**src/rtl/ls_packet_rx.sv**
```systemverilog
module ls_packet_rx #(
  parameter int CLKS_PER_BIT = 11,
  parameter int BUF_BYTES    = 8,
  parameter int HUNT_LIMIT   = 2048,
  localparam int AW = (BUF_BYTES > 1) ? $clog2(BUF_BYTES) : 1,
  localparam int CW = $clog2(BUF_BYTES + 1)
) (
  input  logic          clk,
  input  logic          rst_n,
  input  logic          start,
  input  logic          dp,
  input  logic          dm,
  output logic          busy,
  output logic          wr_en,
  output logic [AW-1:0] wr_addr,
  output logic [7:0]    wr_data,
  output logic          done,
  output logic          overflow,
  output logic          sync_err,
  output logic [CW-1:0] byte_count
);
  localparam int HALF = CLKS_PER_BIT / 2;
  localparam int PW   = $clog2(CLKS_PER_BIT + 1);
  localparam int TW   = $clog2(HUNT_LIMIT + 1);

  typedef enum logic [1:0] {ST_IDLE, ST_HUNT, ST_LOCK, ST_RECV} st_t;

  st_t           st;
  logic [PW-1:0] ph, ph_nx;
  logic          dm_d, prev, lock2;
  logic [2:0]    ones, bitn;
  logic [6:0]    sr;
  logic [TW-1:0] tmo;
  logic [CW-1:0] nbytes;

  wire       is_k     = dp & ~dm;
  wire       is_se0   = ~dp & ~dm;
  wire       mid      = (ph == PW'(HALF));
  wire       edge_now = dm ^ dm_d;
  wire       bitv     = (dm == prev);
  wire       stuffed  = (ones == 3'd6);
  wire [7:0] nxt_byte = {bitv, sr};
  wire       full     = (nbytes == CW'(BUF_BYTES));
  wire       hunting  = (st == ST_HUNT) || (st == ST_LOCK);
  wire       tmo_hit  = hunting && (tmo == TW'(HUNT_LIMIT - 1));

  assign busy       = (st != ST_IDLE);
  assign byte_count = nbytes;

  always_comb begin
    ph_nx = (ph == PW'(CLKS_PER_BIT - 1)) ? '0 : ph + PW'(1);
    if (edge_now && ph != '0 && ph < PW'(HALF))
      ph_nx = ph;
    else if (edge_now && ph > PW'(HALF))
      ph_nx = (ph >= PW'(CLKS_PER_BIT - 2)) ? ph - PW'(CLKS_PER_BIT - 2) : ph + PW'(2);
  end

  always_ff @(posedge clk) begin
    if (!rst_n) begin
      st       <= ST_IDLE;
      ph       <= '0;
      dm_d     <= 1'b1;
      prev     <= 1'b0;
      lock2    <= 1'b0;
      ones     <= '0;
      bitn     <= '0;
      sr       <= '0;
      tmo      <= '0;
      nbytes   <= '0;
      wr_en    <= 1'b0;
      wr_addr  <= '0;
      wr_data  <= '0;
      done     <= 1'b0;
      overflow <= 1'b0;
      sync_err <= 1'b0;
    end else begin
      dm_d     <= dm;
      ph       <= ph_nx;
      wr_en    <= 1'b0;
      done     <= 1'b0;
      overflow <= 1'b0;
      sync_err <= 1'b0;
      if (hunting) tmo <= tmo + TW'(1);
      case (st)
        ST_IDLE: if (start) begin
          st     <= ST_HUNT;
          tmo    <= '0;
          nbytes <= '0;
        end
        ST_HUNT: begin
          if (tmo_hit) begin
            sync_err <= 1'b1;
            st       <= ST_IDLE;
          end else if (is_k && dm_d) begin
            st    <= ST_LOCK;
            ph    <= PW'(1);
            lock2 <= 1'b0;
          end
        end
        ST_LOCK: begin
          if (tmo_hit) begin
            sync_err <= 1'b1;
            st       <= ST_IDLE;
          end else if (mid) begin
            if (!is_k) st <= ST_HUNT;
            else if (lock2) begin
              st   <= ST_RECV;
              prev <= 1'b0;
              ones <= 3'd1;
              bitn <= '0;
            end else lock2 <= 1'b1;
          end
        end
        ST_RECV: if (mid) begin
          if (is_se0) begin
            done <= 1'b1;
            st   <= ST_IDLE;
          end else begin
            prev <= dm;
            if (stuffed) ones <= '0;
            else begin
              ones <= bitv ? ones + 3'd1 : 3'd0;
              sr   <= nxt_byte[7:1];
              bitn <= bitn + 3'd1;
              if (bitn == 3'd7) begin
                if (full) begin
                  overflow <= 1'b1;
                  st       <= ST_IDLE;
                end else begin
                  wr_en   <= 1'b1;
                  wr_data <= nxt_byte;
                  wr_addr <= nbytes[AW-1:0];
                  nbytes  <= nbytes + CW'(1);
                end
              end
            end
          end
        end
        default: st <= ST_IDLE;
      endcase
    end
  end
endmodule

```
**config.mk**
```make
export PLATFORM = sky130hd
export DESIGN_NAME = ls_packet_rx
export DESIGN_NICKNAME = d
export VERILOG_FILES = /design/src/rtl/ls_packet_rx.sv
export SDC_FILE = /design/constraint.sdc
export NUM_CORES = 1
export LEC_CHECK = 0
export BUFFER_PORTS_ARGS = -buffer_cell sky130_fd_sc_hd__clkbuf_2
export CORE_MARGIN = 4
export CORE_UTILIZATION = 30
export CTS_BUF_LIST = sky130_fd_sc_hd__clkbuf_16
export DETAILED_ROUTE_END_ITERATION = 10
export GPL_TIMING_DRIVEN = 0
export PLACE_DENSITY = 0.43
export SLEW_MARGIN = 20
export SYNTH_ARGS = -nofsm -noshare
export SYNTH_HDL_FRONTEND = slang
export SYNTH_SLANG_ARGS = --single-unit
export TNS_END_PERCENT = 50
```
**constraint.sdc**
```tcl
create_clock -name clk -period 5.5 [get_ports clk]
set_input_delay 1.65 -clock clk [delete_from_list [all_inputs] [get_ports clk]]
set_output_delay 1.65 -clock clk [all_outputs]
set_load 0.03 [all_outputs]
```
==> results of run 1 <==
metrics by stage:
step / hold slack [ns] / setup WS [ns] / total power, W / instances / instance area (um2)
finish: 0.4775 / 2.396 / 0.001042 / 458 / 3228
global route: 0.5054 / 2.328 / 0.001101 / 458 / 3228
floorplan: 0.4443 / 2.275 / 0.0005874 / 320 / 2789
CTS: 0.4792 / 2.381 / 0.001060 / 458 / 3228
global placement: 0.4548 / 2.168 / 0.0006451 / 450 / 3034
detailed placement: 0.4684 / 2.142 / 0.0006442 / 450 / 3034
cell families after synthesis:
| group | Yosys count | synth area share [%] |
|---|---|---|
| muxes | 22 | 7.941 |
| buffers and inverters | 28 | 4.486 |
| xor gates and xnor gates | 14 | 4.397 |
| adders and majority gates | 18 | 8.076 |
| and+or+nand+nor | 128 | 23.55 |
| AOI/OAI and AO/OA | 57 | 13.50 |
| DFF | 53 | 38.04 |
how the worst min path moves through the flow:
stage / endpoint / from / cells after the start / slack [ns]
2_1_floorplan: prev$_SDFFE_PN0P_ / prev$_SDFFE_PN0P_ / 2 / 0.44
3_3_place_gp: prev$_SDFFE_PN0P_ / prev$_SDFFE_PN0P_ / 2 / 0.45
6_report: bitn[2]$_SDFFE_PN0P_ / bitn[2]$_SDFFE_PN0P_ / 2 / 0.48
5_1_grt: bitn[1]$_SDFFE_PN0P_ / bitn[1]$_SDFFE_PN0P_ / 2 / 0.51
4_1_cts: bitn[1]$_SDFFE_PN0P_ / bitn[1]$_SDFFE_PN0P_ / 2 / 0.48
3_5_place_dp: bitn[1]$_SDFFE_PN0P_ / bitn[1]$_SDFFE_PN0P_ / 2 / 0.47
layout make-up:
class	count	area share [%]
sequential	53	32.87
inverter	14	1.628
clock buffer	5	3.876
clock inverter	3	2.132
timing repair buffer	22	3.411
tap	108	4.186
buffer	14	2.248
multi-input combinational	239	49.65
power by group through the flow:
stage / Clock, W / Combinational [W] / Sequential (W)
finish: 0.000406 / 0.000223 / 0.000414
global route: 0.000434 / 0.000251 / 0.000416
CTS: 0.000423 / 0.000223 / 0.000414
detailed placement: 0 / 0.000221 / 0.000424
global placement: 0 / 0.000222 / 0.000424
floorplan: 0 / 0.000169 / 0.000418
routing by layer:
layer  track usage, %  vias to the layer above
li1                 -                     1188
met1            16.29                     1055
met2            18.22                       30
met3            2.731                        2
met4            3.229                        0
met5                0                        -
registers in the layout, summed over array words and instances (netlist names):
| name | flops |
|---|---|
| tmo | 12 |
| wr_data | 8 |
| sr | 7 |
| byte_count | 4 |
| ph | 4 |
| bitn | 3 |
| ones | 3 |
| wr_addr | 3 |
| st | 2 |
| dm_d | 1 |
| done | 1 |
| lock2 | 1 |
| overflow | 1 |
| prev | 1 |
| sync_err | 1 |
| wr_en | 1 |
worst max-delay path, cell delays in order, from the launching register on:
cell,delay (ns)
dfxtp_1,0.41
inv_1,0.09
ha_1,0.27
inv_1,0.17
clkbuf_2,0.24
cells in the final DEF (no fill, tap or decap), types with 11 or more instances in the layout:
cell type,n
nor2_1,44
inv_1,13
dfxtp_1,53
clkbuf_2,22
ha_1,18
o21ai_0,13
a21oi_1,11
nand2_1,26
mux2i_1,21
==> key figures, run 1 <==
Place
  – HPWL after DPL: 4.514 mm
  – IO buf count: 22
  – RD Place Congestion: 0.7928

Route
  – Metal3 WL: 200 um
  – Met2 wire len: 2.729 mm
  – Post-Route WL: 6.250 mm
  – Wl on met1: 3.285 mm
  – Top sig layer: met4
  – Drt pass-1 iters: 4
  – # DRC: 0
  – Vias/cell: 4.967
  – Vias: 2275
  – Routed wire length per instance: 13.65 um
  – DR iter-0 viols: 100
  – ANT nets after route: 0

Timing
  – Hold violation count in the final report: 0
  – Final worst-path cycle share: 56.44%
  – Final setup viols: 0
  – Worst rel slew slack: 47.66%
  – RSZ-0062 raised after global routing: no
  – Worst Tran Pin Value: 0.7779 ns
  – Fmax: 0.3221 GHz
  – Crit path time final: 3.104 ns
  – Count of pins over their slew limit: 0
  – Clock Skew: 0.006752 ns
  – Setup tns final: 0 ns

Pwr
  – Combinational share of power: 21.4%
  – Sw Ratio: 29.05%
  – PwrDens: 322.9 nW/um2
  – Internal power: 0.0007396 W
  – Pleak: 1.258 nW
  – Net Sw Power: 0.0003028 W
  – Max VDD drop: 0.1598 mV
  – Clock power share: 38.9%
  – Sequential Power Share: 39.7%

Synth
  – Ys async rst share: 0%
  – Post-synthesis sequential area ratio: 38.04%
  – Post-synth top flop: dfxtp_1
  – Most frequent cell after synthesis: dfxtp_1
  – Synthesized instance count: 320
  – Top cell type by total area after synthesis: dfxtp_1
  – Mapped Area: 2789 um2
  – EDFF count, synth: 0
  – Synth top area share: 38.04%
  – Flops & latches, synth: 53
  – Syn nets: 343
  – Yosys cell types: 52
  – Syn avg cell area: 8.715 um2
  – Top post-synthesis cells by count: 53 x dfxtp_1, 44 x nor2_1, 26 x nand2_1
  – Synth warn: 0
  – Synth area leaders: dfxtp_1 38%, ha_1 8.1%, mux2i_1 7.5%

Die
  – Ports: 25
  – Core area: 8891 um2
  – Rows: 34
  – Die height: 104.4 um
  – Starting density of the core: 31.37%
  – Die Wd: 104.4 um
  – Die area: 10900 um2

Setup path
  – CP endpoint kind: primary output
  – CP max FO: 5
  – Reg2Reg Launch Point: ph[1]$_SDFF_PN0_
  – Worst setup path end: busy
  – Setup crit start kind: flip-flop
  – Reg-to-reg endpoint: wr_data[5]$_SDFFE_PN0P_
  – R2R Setup Slk: 2.96 ns
  – CP arrival: 1.45 ns
  – Kind of critical path: reg2out
  – Worst Path Required: 3.85 ns
  – FF-to-FF path depth: 7
  – Worst Setup SP: st[0]$_SDFFE_PN0P_

Layout
  – Share of layout cells above drive strength 1: 11.71%
  – Multi-input gate area: 1603 um2
  – Number of diodes: 0
  – P&R area growth vs syn: 15.75%
  – Fillers: 912
  – Final core occ: 36.31%
  – Final net count: 372
  – Storage cell area: 1061 um2

Flow run
  – Max-cap violations: 0

Clocking
  – Post-CTS Hold Buffers: 0
  – CTS sink count: 53
  – TritonCTS buffer count: 5
  – CTS tree: built
  – Clock Latency Late Sink: 0.29 ns
  – Clk slew on worst S/H paths: 0.07 ns
  – Post-CTS resize count: 0
  – Clock buffer depth: 2
  – Root buffer cell: clkbuf_16
  – Post-CTS setup repair buffer count: 0
  – H-tree levels: 2

Worst hold path
  – Hold crit path type: reg2reg

Global routing
  – Initial antenna violation count: 0
  – Global-route wire length before repair: 10.84 mm
  – GR Util All Layers: 11.75%
  – Vias in the first global route: 2246
  – Pin count of the biggest net entering global routing: 18
  – Grt ovf: 0

Run status
  – Status: finished, final reports clean
(Power assumes the default switching activity.)
==> inputs of run 2 (changes only) <==
ABC_AREA = 1   (was not set)
PLACE_DENSITY = 0.44   (was 0.43)
clock period = 2.5 ns   (was 5.5 ns; I/O delays follow)
==> run 2 against run 1 <==
Effect of this change:
- sequential share of layout area is 0.94 points lower
- clock skew hardly changed
- critical path depth unchanged
- global-route usage decreased by 0.057 points
- power grew to 2.8 times the previous value
- register-to-register slack got worse by 2.4 ns
- clock power is 77% higher
- die area grew 3.4%
- count of clock-buffer cells in the layout did not move
- utilization shrank 0.68 points
- largest power group is now combinational cells
==> key figures, run 2 <==
Run status
  – Status: finished, final reports clean

Setup path
  – Worst Path Buf+Inv: 3 (unchanged)
  – Max incr delay on CP: 0.36 ns (-0.05 ns)
  – Setup crit start kind: flip-flop
  – Slowest CP cell: dfxtp_1
  – CP max FO: 4 (-1)
  – Delay-heaviest family, CP: buffers and inverters
  – Worst Path Required: 1.75 ns (-2.10 ns)
  – CP endpoint kind: primary output
  – R2R Setup Slk: 0.56 ns (-2.40 ns)
  – Most frequent CP cell: inv_1
  – Kind of critical path: reg2out
  – CP arrival: 1.37 ns (-0.08 ns)
  – Critical path cell sequence: inv_1 -> ha_1 -> inv_1 -> clkbuf_2

Die
  – Die Wd: 106.2 um (+1.7%)
  – Core area: 9328 um2 (+4.9%)
  – Ports: 25 (unchanged)
  – Rows: 35 (+2.9%)
  – Die height: 106.2 um (+1.7%)
  – Starting density of the core: 30.99% (-0.38 points)
  – Die area: 11270 um2 (+3.4%)

Pwr
  – Sw Ratio: 39.94% (+11 points)
  – Sequential Power Share: 35.1% (-4.6 points)
  – Pleak: 1.509 nW (+20%)
  – Power Total: 0.002945 W (+180%)
  – PwrDens: 886.1 nW/um2 (+170%)
  – Net Sw Power: 0.001176 W (+290%)
  – Combinational share of power: 40.5% (+19 points)
  – Clock power share: 24.3% (-15 points)
  – Internal power: 0.001769 W (+140%)
  – Max VDD drop: 0.3012 mV (+88%)

Timing
  – Final setup viols: 0 (unchanged)
  – Hold violation count in the final report: 0 (unchanged)
  – RSZ-0062 raised after global routing: no
  – Setup tns final: 0 ns (unchanged)
  – Fmax: 0.4726 GHz
  – Crit path time final: 2.116 ns
  – Worst Tran Pin Value: 0.5260 ns (-0.2518 ns)
  – Worst rel slew slack: 64.93% (+17 points)
  – Clock Skew: 0.006695 ns (-0.00005701 ns)
  – Count of pins over their slew limit: 0 (unchanged)
  – Final setup margin: 0.3841 ns (-2.012 ns)
  – Final worst-path cycle share: 84.64%

Synth
  – Syn avg cell area: 7.299 um2 (-16%)
  – Synth warn: 0 (unchanged)
  – Synth area leaders: dfxtp_1 37%, nand2_1 9.4%, nor2_1 8.4%
  – Yosys cell types: 37 (-29%)
  – Top post-synthesis cells by count: 72 x nand2_1, 65 x nor2_1, 53 x dfxtp_1
  – Post-synthesis sequential area ratio: 36.71% (-1.3 points)
  – Top cell type by total area after synthesis: dfxtp_1
  – Most frequent cell after synthesis: nand2_1
  – Post-synth top flop: dfxtp_1
  – Ys async rst share: 0% (unchanged)
  – EDFF count, synth: 0 (unchanged)
  – Mapped Area: 2890 um2 (+3.6%)
  – Synthesized instance count: 396 (+24%)
  – Synth top area share: 36.71% (-1.3 points)
  – Flops & latches, synth: 53 (unchanged)
  – Syn nets: 419 (+22%)

Clocking
  – Post-CTS setup repair buffer count: 0 (unchanged)
  – Post-CTS Hold Buffers: 0 (unchanged)
  – H-tree levels: 2 (unchanged)
  – Clock Latency Late Sink: 0.29 ns (about the same)
  – Post-CTS resize count: 0 (unchanged)
  – Clk slew on worst S/H paths: 0.07 ns (about the same)
  – Clock buffer depth: 2 (unchanged)
  – CTS sink count: 53 (unchanged)
  – TritonCTS buffer count: 5 (unchanged)
  – Root buffer cell: clkbuf_16
  – CTS tree: built

Layout
  – P&R area growth vs syn: 14.98%
  – Fillers: 1030 (+13%)
  – Biggest register: tmo
  – Largest registers: tmo: 12 flops, wr_data: 8 flops, sr: 7 flops
  – Most frequent cells in the layout: 72 x nand2_1, 65 x nor2_1, 53 x dfxtp_1
  – Non-Filler Instances: 557 (+22%)
  – Final net count: 450 (+21%)
  – Number of diodes: 0 (unchanged)
  – Storage cell area: 1061 um2 (unchanged)
  – Share of layout cells above drive strength 1: 15.42% (+3.7 points)
  – Multi-input gate area: 1580 um2 (-1.4%)
  – Most common cell after layout, fill and taps aside: nand2_1
  – Flip-flop count of the largest register after layout: 12 (unchanged)

Route
  – DR iter-0 viols: 71 (-29%)
  – Post-Route WL: 6.425 mm (+2.8%)
  – Vias/cell: 4.449 (-10%)
  – # DRC: 0 (unchanged)
  – ANT nets after route: 0 (unchanged)
  – Routed wire length per instance: 11.54 um (-15%)
  – Drt pass-1 iters: 4 (unchanged)
  – Vias: 2478 (+8.9%)

Place
  – HPWL after DPL: 4.845 mm (+7.3%)
  – RD Place Congestion: 0.8347 (+5.3%)
  – Placed Instances: 549 (+22%)
  – IO buf count: 24 (+9.1%)
  – Place WS: 0.5045 ns (-1.638 ns)

Worst hold path
  – Hold crit path type: reg2reg

Global routing
  – Vias in the first global route: 2299 (+2.4%)
  – GR Util All Layers: 11.69% (-0.057 points)
  – Initial antenna violation count: 0 (unchanged)
  – Pin count of the biggest net entering global routing: 19 (+1)
  – Grt ovf: 0 (unchanged)
  – Global-route wire length before repair: 10.90 mm (+0.58%)

Flow run
  – Max-cap violations: 0 (unchanged)
## run 2: changes by cell type in the layout (fill, tap and decap cells not counted), moves of 9 or more
| cell | before | now |
|---|---|---|
| nand2_1 | 26 | 72 |
| inv_1 | 13 | 43 |
| mux2i_1 | 21 | 0 |
| nor2_1 | 44 | 65 |
| nand3_1 | 9 | 27 |
| a21oi_1 | 11 | 26 |
| o21ai_0 | 13 | 26 |
| nand2_2 | 0 | 9 |
## run 2: area by class of cell
cell class	instances	area share (%)
buffer	7	2.108
clock buffer	5	3.765
clock inverter	3	0.7907
inverter	47	5.384
multi-input combinational	289	47.55
sequential	53	31.93
tap	129	4.857
timing repair buffer	24	3.614
## run 2: worst reg2reg max path, delay by kind of cell, from the launching register on
| kind | cells | cell delay (ns) |
|---|---|---|
| AND/OR/NAND/NOR | 9 | 0.97 |
| flip-flops | 1 | 0.36 |
| adder cells (fa/ha/maj) | 1 | 0.28 |
| buffers and inverters | 2 | 0.23 |
## run 2: logic make-up after synthesis
| family | count (synthesis) | share of synthesized area [%] |
|---|---|---|
| fa+ha+maj | 18 | 7.792 |
| compound gates | 65 | 12.81 |
| simple gates | 199 | 31.95 |
| flops | 53 | 36.71 |
| xor+xnor | 7 | 2.121 |
| buf+inv | 54 | 8.615 |
## run 2: stage by stage
step | hold WS, ns | cell area, um2 | util (%)
6_report | 0.4849 | 3323 | 35.63
5_1_grt | 0.5055 | 3323 | 35.63
4_1_cts | 0.4902 | 3323 | 35.63
3_5_place_dp | 0.4725 | 3172 | 34.00
3_3_place_gp | 0.4706 | 3172 | 34.00
2_1_floorplan | 0.4495 | 2890 | -
## run 2: power groups by stage
| stage | Clock [W] | Combinational, W | Sequential (W) |
|---|---|---|---|
| 6_report | 0.000717 | 0.00119 | 0.00103 |
| 5_1_grt | 0.000776 | 0.00137 | 0.00106 |
| 4_1_cts | 0.000751 | 0.00121 | 0.00104 |
| 3_5_place_dp | 0 | 0.00120 | 0.00106 |
| 3_3_place_gp | 0 | 0.00121 | 0.00105 |
| 2_1_floorplan | 0 | 0.000961 | 0.00105 |
## run 2: path summary, 6_finish.rpt
check                                             to            startpoint  cells after the start
worst max-delay path                            busy    st[0]$_SDFFE_PN0P_                      4
worst min-delay path            ones[0]$_SDFFE_PN0P_  ones[0]$_SDFFE_PN0P_                      2
worst max register to register    tmo[11]$_SDFF_PN0_    st[0]$_SDFFE_PN0P_                     12
worst min register to register  ones[0]$_SDFFE_PN0P_  ones[0]$_SDFFE_PN0P_                      2
## run 2: metal layers
layer / part of all wire [%] / track usage [%] / wire length (um)
met1: 50 / 16.03 / 3237
met5: 0 / 0 / 0
met2: 45 / 18.46 / 2887
met4: 1.2 / 3.700 / 74
met3: 3.5 / 2.247 / 226
==> inputs of run 3 (changes only) <==
clock period = 1.8 ns   (was 2.5 ns; I/O delays follow)
==> run 3 against run 2 <==
Effect of this change:
- combinational power grew 72%
- critical path depth grew 8
- die area unchanged
- cell count up 2.9%
- sequential share of layout area is 1.9 points lower
- clock power grew 38%
- wire length increased by 4.1%
- setup slack got worse by 0.28 ns
- worst hold slack worse by 0.0066 ns
- critical endpoint is now tmo[11]$_SDFF_PN0_
==> key figures, run 3 (synthesis results as in run 2) <==
Timing
  – Clock Skew: 0.007000 ns (+0.0003052 ns)
  – Worst Tran Pin Value: 0.4900 ns (-0.03607 ns)
  – Final setup margin: 0.1066 ns (-0.2775 ns)
  – RSZ-0062 raised after global routing: yes
  – Crit path time final: 1.693 ns
  – Fmax: 0.5905 GHz
  – Worst rel slew slack: 67.33% (+2.4 points)
  – Hold violation count in the final report: 0 (unchanged)
  – Final setup viols: 0 (unchanged)
  – Count of pins over their slew limit: 0 (unchanged)
  – Final worst-path cycle share: 94.08%

Clocking
  – H-tree levels: 2 (unchanged)
  – Clock Latency Late Sink: 0.29 ns (about the same)
  – Post-CTS Hold Buffers: 0 (unchanged)
  – TritonCTS buffer count: 5 (unchanged)
  – CTS sink count: 53 (unchanged)
  – CTS tree: built
  – Clock buffer depth: 2 (unchanged)
  – Clk slew on worst S/H paths: 0.07 ns (about the same)
  – Root buffer cell: clkbuf_16

Global routing
  – Met1 usage: 16.03% (unchanged)
  – Vias in the first global route: 2329 (+1.3%)
  – Pin count of the biggest net entering global routing: 19 (unchanged)
  – GR Util All Layers: 11.75% (+0.064 points)
  – Initial antenna violation count: 0 (unchanged)
  – M3 GR Usage: 2.307% (+0.061 points)
  – Global routing's busiest layer: met2
  – Global-route wire length before repair: 10.96 mm (+0.57%)
  – Met2 Use GR: 18.51% (+0.045 points)
  – Grt ovf: 0 (unchanged)

Pwr
  – Max VDD drop: 0.5955 mV (+98%)
  – Pleak: 1.633 nW (+8.2%)
  – PwrDens: 1264 nW/um2 (+43%)
  – Power Total: 0.004507 W (+53%)

Setup path
  – Setup crit start kind: flip-flop
  – R2R Setup Slk: 0.11 ns (-0.45 ns)
  – CP max FO: 5 (+1)
  – FF-to-FF path depth: 12 (unchanged)
  – Worst Path Required: 1.99 ns (+0.24 ns)
  – Reg-to-reg endpoint: tmo[11]$_SDFF_PN0_
  – CP arrival: 1.89 ns (+0.52 ns)
  – Reg2Reg Launch Point: st[0]$_SDFFE_PN0P_
  – Worst setup path end: tmo[11]$_SDFF_PN0_
  – Worst Setup SP: st[0]$_SDFFE_PN0P_
  – Kind of critical path: reg2reg
  – CP endpoint kind: flip-flop

Layout
  – Final net count: 466 (+3.6%)
  – Biggest register: tmo
  – Design area: 3565 um2 (+7.3%)
  – Flip-flop count of the largest register after layout: 12 (unchanged)
  – Most frequent cells in the layout: 71 x nand2_1, 60 x nor2_1, 47 x dfxtp_1
  – Number of diodes: 0 (unchanged)
  – Most common cell after layout, fill and taps aside: nand2_1
  – P&R area growth vs syn: 23.33%
  – Share of layout cells above drive strength 1: 24.10% (+8.7 points)
  – Largest registers: tmo: 12 flops, wr_data: 8 flops, sr: 7 flops

Place
  – Placed cell areas: 3172 um2 (unchanged)
  – RD Place Congestion: 0.8347 (unchanged)
  – IO buf count: 24 (unchanged)
  – HPWL after DPL: 4.845 mm (unchanged)
  – Place WS: -0.1443 ns (-0.6488 ns)

Route
  – Post-Route WL: 6.687 mm (+4.1%)
  – Vias/cell: 4.468 (+0.42%)
  – DR iter-0 viols: 88 (+24%)
  – Drt pass-1 iters: 4 (unchanged)
  – ANT nets after route: 0 (unchanged)
  – Routed wire length per instance: 11.67 um (+1.2%)
  – Vias: 2560 (+3.3%)
  – # DRC: 0 (unchanged)

Flow run
  – Max-cap violations: 0 (unchanged)

Die
  – Rows: 35 (unchanged)
  – Core area: 9328 um2 (unchanged)
  – Die Wd: 106.2 um (unchanged)
  – Die height: 106.2 um (unchanged)
  – Ports: 25 (unchanged)
  – Die area: 11270 um2 (unchanged)
  – Starting density of the core: 30.99% (unchanged)

Worst hold path
  – Hold crit path type: reg2reg

Run status
  – Status: finished, final reports clean
-- run 3: cell type report --
class / instances / area [um2]
Fill cell: 1021 / 5763
Multi-Input combinational cell: 289 / 1680
Sequential cell: 53 / 1071
Timing Repair Buffer: 40 / 244.0
Inverter: 47 / 178.9
Tap cell: 129 / 161.4
Clock buffer: 5 / 125.1
Buffer: 7 / 77.57
Clock inverter: 3 / 26.28
-- run 3: routing by layer --
| layer | vias to the layer above | wire length (um) |
|---|---|---|
| li1 | 1366 | - |
| met1 | 1154 | 3329 |
| met2 | 32 | 3045 |
| met3 | 8 | 226 |
| met4 | 0 | 85 |
| met5 | - | 0 |
-- run 3: power by group --
part | total (W) | internal, W | switching (W)
registers | 0.00146 | 0.00132 | 0.000143
clock network | 0.000990 | 0.000526 | 0.000464
logic | 0.00205 | 0.000894 | 0.00116
-- run 3: metrics by stage --
stage | setup TNS, ns | util (%) | instances | hold WS (ns)
finish | 0 | 38.22 | 573 | 0.4783
global route | -0.2931 | 38.22 | 573 | 0.5055
CTS | -0.05066 | 36.14 | 559 | 0.4902
detailed placement | -0.2810 | 34.00 | 549 | 0.4725
global placement | -0.4081 | 34.00 | 549 | 0.4706
floorplan | 0 | - | 396 | 0.4495
-- run 3: worst min-delay path by stage --
stage                               start                          to  slack, ns  cells after the start
3_5_place_dp           sr[0]$_SDFFE_PN0P_     wr_data[0]$_SDFFE_PN0P_       0.47                      2
3_3_place_gp           sr[0]$_SDFFE_PN0P_     wr_data[0]$_SDFFE_PN0P_       0.47                      2
5_1_grt        byte_count[1]$_SDFFE_PN0P_  byte_count[1]$_SDFFE_PN0P_       0.51                      2
6_report       byte_count[1]$_SDFFE_PN0P_  byte_count[1]$_SDFFE_PN0P_       0.48                      2
2_1_floorplan          sr[0]$_SDFFE_PN0P_     wr_data[0]$_SDFFE_PN0P_       0.45                      2
4_1_cts              ones[0]$_SDFFE_PN0P_        ones[0]$_SDFFE_PN0P_       0.49                      2
-- run 3: what timing repair did --
action,CTS,global route
pin swaps,3,14
endpoints found under the setup margin,14,38
buffers inserted,2,12
gates cloned,0,2
gates resized for setup,11,28
-- run 3: worst max-delay path, stage by stage (launching register included) --
cell and delay, ns:
dfxtp_2 0.35, inv_2 0.06, ha_4 0.27, buf_6 0.11, nand2_4 0.06, nor2_4 0.13
nand4_1 0.14, nor2_2 0.14, nand2_1 0.07, nor2_2 0.12, nand2_1 0.06, nand2_1 0.05
nor2_1 0.04
